**src/rtl/te_sync_pkg.sv**
```systemverilog
package te_sync_pkg;

  localparam int HS_CODE_W = 3;
  localparam int VS_CODE_W = 12;
  localparam int CNT_W     = VS_CODE_W + 4;
  localparam int LINE_W    = 11;

  typedef enum logic [1:0] {
    TE_OFF    = 2'd0,
    TE_RSVD   = 2'd1,
    TE_LINE   = 2'd2,
    TE_FRAME  = 2'd3
  } te_mode_e;

  // minimum horizontal width in ticks
  function automatic logic [CNT_W-1:0] hs_limit(input logic [HS_CODE_W-1:0] code);
    return CNT_W'(code) + CNT_W'(1);
  endfunction

  // minimum vertical width in ticks, code counts groups of eight
  function automatic logic [CNT_W-1:0] vs_limit(input logic [VS_CODE_W-1:0] code);
    return (CNT_W'(code) + CNT_W'(1)) << 3;
  endfunction

  // saturating line step
  function automatic logic [LINE_W-1:0] line_step(input logic [LINE_W-1:0] cnt);
    return (&cnt) ? cnt : cnt + LINE_W'(1);
  endfunction

endpackage

```
**src/rtl/te_sync2.sv**
```systemverilog
module te_sync2 #(
  parameter int STAGES = 2
) (
  input  logic clk,
  input  logic rst_n,
  input  logic d,
  output logic q
);
  logic [STAGES-1:0] chain;

  always_ff @(posedge clk or negedge rst_n) begin
    if (!rst_n) chain <= '0;
    else        chain <= {chain[STAGES-2:0], d};
  end

  assign q = chain[STAGES-1];
endmodule

```
**src/rtl/te_pulse_meter.sv**
```systemverilog
module te_pulse_meter
  import te_sync_pkg::*;
(
  input  logic             clk,
  input  logic             rst_n,
  input  logic             sync_in,
  input  logic             invert,
  input  logic             tick_en,
  output logic             done,
  output logic [CNT_W-1:0] width
);
  logic             act, act_q, in_pulse, rise, fall;
  logic [CNT_W-1:0] cnt;

  assign act  = sync_in ^ invert;
  assign rise = act & ~act_q;
  assign fall = ~act & act_q;

  // act_q resets to 1 so a pin already active at reset never opens a pulse
  always_ff @(posedge clk or negedge rst_n) begin
    if (!rst_n) begin
      act_q    <= 1'b1;
      in_pulse <= 1'b0;
      cnt      <= '0;
    end else begin
      act_q <= act;
      if (rise) begin
        in_pulse <= 1'b1;
        cnt      <= tick_en ? CNT_W'(1) : '0;
      end else if (act) begin
        if (tick_en && !(&cnt)) cnt <= cnt + CNT_W'(1);
      end else begin
        in_pulse <= 1'b0;
        cnt      <= '0;
      end
    end
  end

  assign done  = fall & in_pulse;
  assign width = cnt;

  assert_tick_hold_R2: assert property (@(posedge clk) disable iff (!rst_n)
    (act && act_q && !tick_en) |=> (cnt == $past(cnt)) || !act);
endmodule

```
**src/rtl/te_line_match.sv**
```systemverilog
module te_line_match
  import te_sync_pkg::*;
(
  input  logic              clk,
  input  logic              rst_n,
  input  logic              vs_evt,
  input  logic              hs_evt,
  input  logic              detect_en,
  input  logic [1:0]        mode,
  input  logic [LINE_W-1:0] target_line,
  output logic              match_pulse,
  output logic              irq_n
);
  logic [LINE_W-1:0] line_cnt, next_line;
  logic              armed, hit;
  te_mode_e          m;

  assign m         = te_mode_e'(mode);
  assign next_line = line_step(line_cnt);

  always_comb begin
    hit = 1'b0;
    if (detect_en) begin
      unique case (m)
        TE_FRAME: hit = vs_evt;
        TE_LINE:  hit = (target_line == '0) ? vs_evt
                                            : (hs_evt && armed && next_line == target_line);
        default:  hit = 1'b0;
      endcase
    end
  end

  always_ff @(posedge clk or negedge rst_n) begin
    if (!rst_n) begin
      line_cnt    <= '0;
      armed       <= 1'b0;
      match_pulse <= 1'b0;
      irq_n       <= 1'b1;
    end else begin
      if (vs_evt) begin
        line_cnt <= '0;
        armed    <= 1'b1;
      end else if (hs_evt) begin
        line_cnt <= next_line;
      end
      match_pulse <= hit;
      irq_n       <= ~match_pulse;
    end
  end

  assert_vs_clears_R3: assert property (@(posedge clk) disable iff (!rst_n)
    vs_evt |=> (line_cnt == '0) && armed);
  assert_hs_step_R4: assert property (@(posedge clk) disable iff (!rst_n)
    (hs_evt && !vs_evt && !(&line_cnt)) |=> line_cnt == $past(line_cnt) + LINE_W'(1));
  assert_frame_fire_R6: assert property (@(posedge clk) disable iff (!rst_n)
    (detect_en && mode == 2'd3 && vs_evt) |=> match_pulse);
  assert_line0_fire_R7: assert property (@(posedge clk) disable iff (!rst_n)
    (detect_en && mode == 2'd2 && target_line == '0 && vs_evt) |=> match_pulse);
  assert_unarmed_quiet_R8: assert property (@(posedge clk) disable iff (!rst_n)
    (!armed && mode == 2'd2 && target_line != '0) |=> !match_pulse);
  assert_off_quiet_R9: assert property (@(posedge clk) disable iff (!rst_n)
    (!detect_en || mode[1] == 1'b0) |=> !match_pulse);
  assert_irq_follow_R10: assert property (@(posedge clk) disable iff (!rst_n)
    match_pulse |=> !irq_n);
endmodule

```
**src/rtl/te_sync_detect.sv**
```systemverilog
module te_sync_detect
  import te_sync_pkg::*;
(
  input  logic                 clk,
  input  logic                 rst_n,
  input  logic                 te_pin,
  input  logic                 tick_en,
  input  logic                 detect_en,
  input  logic [1:0]           mode,
  input  logic [HS_CODE_W-1:0] hs_width_code,
  input  logic [VS_CODE_W-1:0] vs_width_code,
  input  logic                 hs_invert,
  input  logic                 vs_invert,
  input  logic [LINE_W-1:0]    target_line,
  output logic                 match_pulse,
  output logic                 irq_n
);
  logic             pin_s;
  logic [1:0]       done;
  logic [CNT_W-1:0] width [2];
  logic             vs_evt, hs_evt;
  logic [CNT_W-1:0] hs_min, vs_min;

  te_sync2 #(.STAGES(2)) u_sync (
    .clk(clk), .rst_n(rst_n), .d(te_pin), .q(pin_s)
  );

  // channel 0 measures at the horizontal polarity, channel 1 at the vertical one
  for (genvar g = 0; g < 2; g++) begin : g_meter
    te_pulse_meter u_meter (
      .clk     (clk),
      .rst_n   (rst_n),
      .sync_in (pin_s),
      .invert  ((g == 0) ? hs_invert : vs_invert),
      .tick_en (tick_en),
      .done    (done[g]),
      .width   (width[g])
    );
  end

  assign hs_min = hs_limit(hs_width_code);
  assign vs_min = vs_limit(vs_width_code);
  assign vs_evt = done[1] && (width[1] >= vs_min);
  assign hs_evt = done[0] && (width[0] >= hs_min) && (width[0] < vs_min);

  te_line_match u_match (
    .clk         (clk),
    .rst_n       (rst_n),
    .vs_evt      (vs_evt),
    .hs_evt      (hs_evt),
    .detect_en   (detect_en),
    .mode        (mode),
    .target_line (target_line),
    .match_pulse (match_pulse),
    .irq_n       (irq_n)
  );

  assert_class_excl_R4: assert property (@(posedge clk) disable iff (!rst_n)
    $onehot0({vs_evt, hs_evt}));
  assert_short_ignored_R4: assert property (@(posedge clk) disable iff (!rst_n)
    (done[0] && width[0] < hs_min && !vs_evt) |=> u_match.line_cnt == $past(u_match.line_cnt));
endmodule

```
**config.mk**
```make
export PLATFORM = sky130hd
export DESIGN_NAME = te_sync_detect
export DESIGN_NICKNAME = d
export VERILOG_FILES = /design/src/rtl/te_sync_pkg.sv /design/src/rtl/te_sync2.sv /design/src/rtl/te_pulse_meter.sv /design/src/rtl/te_line_match.sv /design/src/rtl/te_sync_detect.sv
export SDC_FILE = /design/constraint.sdc
export NUM_CORES = 1
export LEC_CHECK = 0
export ABC_AREA = 1
export BUFFER_PORTS_ARGS = -buffer_cell sky130_fd_sc_hd__buf_2
export CAP_MARGIN = 20
export CORE_UTILIZATION = 30
export DETAILED_ROUTE_END_ITERATION = 16
export HOLD_SLACK_MARGIN = 0.05
export SYNTH_ARGS = -nofsm -noshare
export SYNTH_HDL_FRONTEND = slang
export SYNTH_SLANG_ARGS = --single-unit
```
**constraint.sdc**
```tcl
create_clock -name clk -period 1.7 [get_ports clk]
set_input_delay 0.34 -clock clk [delete_from_list [all_inputs] [get_ports clk]]
set_output_delay 0.34 -clock clk [all_outputs]
set_load 0.02 [all_outputs]
```
; Word level (Yosys, flattened, before mapping)
; Cells that the tools add are included.
; Widths: inputs -> output; s select.
[op_classes]
add_sub_neg = 5
n_reduce_logical = 14
n_mux = 17
order_cmp = 3
n_eq_ne = 7
bitwise = 13
[ops]
columns = cell, n
row1 = $mux 16, 6
row2 = $mux 11, 3
row3 = $add 16x1->16 const B, 2
row4 = $reduce_and 16->1, 2
row5 = $ge 16x16->1, 1
row6 = $ge 16x4->1, 1
row7 = $lt 16x16->1, 1
row8 = $add 12x1->13 const B, 1
row9 = $add 11x1->11 const B, 1
row10 = $eq 11x11->1, 1
row11 = $logic_not 11->1, 1
row12 = $reduce_and 11->1, 1
row13 = $logic_and 1x1->1, 7
row14 = $mux 1, 7
row15 = $and 1x1->1, 6
row16 = $ne 3x3->1 const B, 2
row17 = $not 1->1, 5
row18 = $add 3x1->4 const B, 1
row19 = $eq 2x2->1 const B, 2
row20 = $ne 2x2->1 const B, 2
row21 = $logic_not 1->1, 2
row22 = $pmux 1 s2, 1
row23 = $reduce_bool 2->1, 1
row24 = $xor 1x1->1, 2
[word_totals]
in_bits = 35
reg_bits = 52
out_inout_bits = 2

; Longest topological paths before layout
[logic_depth]
ltp_word = 11
mapped_depth = 21
ltp_nobuf = 20

; Hierarchy
; A second synthesis with hierarchy kept.
[unflattened]
hier_cells = 692
hier_area_um2 = 4580.6
[modules_own_cells]
columns = module, instances, cells_per_inst, area_each_um2
row1 = te_pulse_meter, 2, 178, 1182.4
row2 = te_line_match, 1, 172, 1121.1
row3 = te_sync_detect, 1, 162, 1044.8
row4 = te_sync2, 1, 2, 50.0

; Least setup slack after synthesis
; No wires, ideal clock.
[synth_timing]
path_type = input-to-reg
from = in vs_width_code[0]
to = reg u_match.line_cnt[5]
path_slack_ns = -0.479
required_time_ns = 1.587
cell_stages = 15
n_path_buf = 1
arrival_ns = 2.066
path_cell_list = ha_1 nand2_1 or3_1 nand3b_1 ha_1 inv_1 nor2_2 nand2_2 clkinv_1 nand3_1 nand3_2 nand2_2 buf_6 nand2_1 inv_1
[synth_between]
elab_chain_len = 4
word_cells_on_any_way = 7
cone_classes = 1 x add/sub / 2 x order compare / 1 x mux / 3 x reduce/logical
[synth_lines]
columns = element, line
row1 = "start, declared", te_sync_detect.sv:11  ; input logic [VS_CODE_W-1:0] vs_width_code,
row2 = $add 12x1->13 *, te_sync_pkg.sv:22  ; return (CNT_W'(code) + CNT_W'(1)) << 3;
row3 = $ge 16x16->1 or $lt 16x16->1 (tied branches), "te_sync_detect.sv:43, te_sync_detect.sv:44"
row4 = "$logic_and 1x1->1, on equally long branches", "te_sync_detect.sv:43, te_sync_detect.sv:44"
row5 = $mux 11 or $reduce_bool 2->1 (tied branches), n/a
row6 = "end signal, assigned", te_line_match.sv:44  ; line_cnt <= next_line;
row7 = "end, declared", te_line_match.sv:14  ; logic [LINE_W-1:0] line_cnt, next_line;
; Mark *: on every way between the ends. The rest lies on a longest branch, timed or not.
; A chain may end at the register's enable or synchronous reset.

; Final worst setup path
[layout_timing]
from = in vs_width_code[0]
to = reg u_match.line_cnt[10]
; The elaborated chain is that of the path after synthesis.

==> reports/metrics.cfg <==
[cells_and_area]
fillers = 1304
multi_input_area_mm2 = 0.003039
drive_gt1_share_pct = 40.67
regArea_mm2 = 0.001306
area_delta_synth_final_pct = 56.06
num_antenna_cells = 0
fin_nets = 864

[drt]
drt_wl_total_um = 12170
dr.pass1.iters = 4
met2_length_um = 5723
drc = 0
highest_layer = met4
antenna_left = 0
wl_met3_um = 408
initialDrtViolationCount = 278
via_per_inst = 4.618
via_count = 4526
m1WireLength_um = 5887
wl_per_cell_um = 12.42

[logic_synthesis]
avgSynthCellArea_um2 = 6.706
synthCells = 620
synth_compound_area_share_pct = 9.991
synthMuxAreaShare_pct = 0
yosys-top-cells-area = dfrtp_1 29%, nand2_1 15%, inv_1 8.4%
synthAdderAreaFrac_pct = 7.824
yosysWarningCount = 0
synth_nets = 681
yosys.area_share.simple_pct = 37.32
synth_top_family_by_area = simple AND/OR/NAND/NOR gates
synth_top_cell_area_share_pct = 29.49
synth_top_area_cell = dfrtp_1
synth-xor-area-share_pct = 3.792
synth_seq_area_share_pct = 31.39
synth_seq_cells = 52
synthDistinctLibCells = 40
synthesis.area_mm2 = 0.004158

[clock_network]
numCtsBuffers = 5
root_buffer = clkbuf_16
cts_tree = yes
cts.sinks = 52
clk_latency_ns = 0.29
ctsLongestPathBuffers = 2
htreeDepth = 2
clk_pin_slew_ns = 0.07

[min_path]
hold_class = in2reg
min_from = te_pin

[pwr]
switchingPower_uw = 1274
p_sw_share_pct = 31.41
power.leakage_uw = 0.003276
p_per_area_mw_per_mm2 = 625.2
internal-power_uw = 2783
vdd_ir_drop_max_uv = 333.1
pwr-share-seq_pct = 34.6
combinationalPowerShare_pct = 36.7
p_clk_share_pct = 28.6

[critical_path]
path_max_fanout = 6
end_kind = register
r2r-start = u_match.line_cnt[0]
worstPathArrival_ns = 2.38
cp-startpoint = vs_width_code[0]
crit_path_start_kind = input pin
crit_type = in2reg
cp.required_ns = 1.89

[floorplan]
dieWidth_um = 119.7
coreArea_mm2 = 0.01340
num_rows = 42
fp.dieArea_mm2 = 0.01433
ios = 37
start_util_pct = 31.03
die_y_um = 119.7

[sta]
setup_viol = 42
min_period_ns = 2.193
fmax_ghz = 0.4561
rsz0062_at_grt = yes
worst_pin_slew_ns = 0.4753
skew_ns = 0.005133
timing.slew.headroom_pct = 68.07
drv_slew = 0
post-route-period-util_pct = 129.0
fin_ws_ns = -0.4926
finalHoldViolations = 0
setup_tns_ns = -9.240

[place]
place.gp.congestion = 0.8818
dp_hpwl_um = 9104
dp_slack_ns = -0.8097
port_buffers = 36

[global_route]
gr-total-overflow = 0
grtUsageTotal_pct = 17.35
grt_pass1_wl_um = 19920
first_global_vias = 4292
antenna_found_initial = 0
grt_max_degree = 53

[run]
maxCapViolCount = 0

[outcome]
violations = setup timing
outcome = complete, but fails checks

## power by group through the flow
stage / logic, uW / clock network, uW / registers (uW)
final: 1490 / 1160 / 1410
after global routing: 1660 / 1260 / 1420
after CTS: 1410 / 1190 / 1400
after detailed placement: 1350 / 0 / 1420
after global placement: 1330 / 0 / 1420
after floorplan: 597 / 0 / 1430
## layout by cell type (no fill, tap or decap), types with 15 or more instances in the layout
master   Yosys  layout
buf_4        1     124
buf_6        2      16
dfrtp_1     49      48
nand3_1     57      41
ha_1        26      22
nand2_2     11      29
o21ai_1      4      16
nand2_1    167     142
inv_1       93      81
a21oi_1     30      21
buf_2        1      34
nor2_1      65      47
nand3_2      3      15
## worst max-delay path, cell delays in order
cell and delay (ns):
buf_8 0.08, ha_4 0.15, nand2_4 0.06, or3_4 0.39, nand3b_1 0.26, ha_1 0.34, inv_2 0.05, nor2_4 0.11
nand2_2 0.07, inv_2 0.07, nand3_2 0.08, nand3_4 0.15, nand2_4 0.09, and2_4 0.14
## final cells by class
type	count	area share (%)
clock buffers	6	1.986
clock inverters	2	0.5399
inverters	96	5.823
multi-input cells	468	46.84
flip-flops and latches	52	20.13
well taps	176	3.394
repair buffers	180	21.29
## synth_stat cells (all sizes together)
cell type,instances
and2,1
ha,26
dfrtp,49
a41oi,1
buf,4
a22oi,1
o22ai,1
o221ai,1
or2,2
dfstp,3
a211oi,1
a221oi,1
o21a,1
o41ai,2
xor2,11
nor2,71
nand2,178
a31oi,2
nor3,15
clkinv,2
o21ai,27
xnor2,7
clkbuf,2
nand3b,6
nand4,8
o21bai,5
inv,94
a21oi,30
nor4,7
nand3,60
or3,1
## state kept, by name (all words and copies together) (netlist names)
| register | cells |
|---|---|
| g_meter.u_meter.width | 32 |
| g_meter.u_meter.act_q | 2 |
| g_meter.u_meter.in_pulse | 2 |
| u_match.line_cnt | 11 |
| u_sync.chain | 2 |
| u_match.armed | 1 |
| u_match.irq_n | 1 |
| u_match.match_pulse | 1 |
## stage by stage
| step | hold slack (ns) | utilization, % | std cells | power (uW) | cell area, um2 |
|---|---|---|---|---|---|
| after global placement | 0.3360 | 41.12 | 950 | 2757 | 5510 |
| after global routing | 0.1422 | 48.42 | 980 | 4337 | 6489 |
| after CTS | 0.1478 | 44.99 | 971 | 3996 | 6028 |
| after floorplan | 0.04441 | - | 620 | 2029 | 4213 |
| final | 0.1520 | 48.42 | 980 | 4057 | 6489 |
| after detailed placement | 0.3596 | 41.12 | 950 | 2771 | 5510 |
## timing repair
action,CTS,global route
gates resized for setup,77,98
pin swaps,26,54
buffers inserted,12,13
endpoints found under the setup margin,42,45
hold buffers,1,0
hold endpoints to repair,4,0
cloned,1,1
## cell families after synthesis
group	after synthesis
AOI/OAI and AO/OA	73
xor gates and xnor gates	18
adders and majority gates	26
buffers and inverters	102
DFF	52
and+or+nand+nor	349
## worst paths after layout
path	to	slack, ns	cells after the start
min in group asynchronous	u_sync.chain[1]	0.57	3
worst min-delay path	u_sync.chain[0]	0.15	1
worst max-delay path	u_match.line_cnt[10]	-0.49	14
worst min register to register	u_sync.chain[1]	0.36	0
worst max register to register	u_match.match_pulse	-0.29	15
max in group asynchronous	g_meter[1].u_meter.act_q	0.84	3
## metal layers
layer / vias to the layer above / global-route usage (%)
li1: 2373 / -
met1: 2076 / 23.83
met2: 66 / 28.58
met3: 11 / 2.281
met4: 0 / 4.531
met5: - / 0
Power figures use the tool's default switching activity.
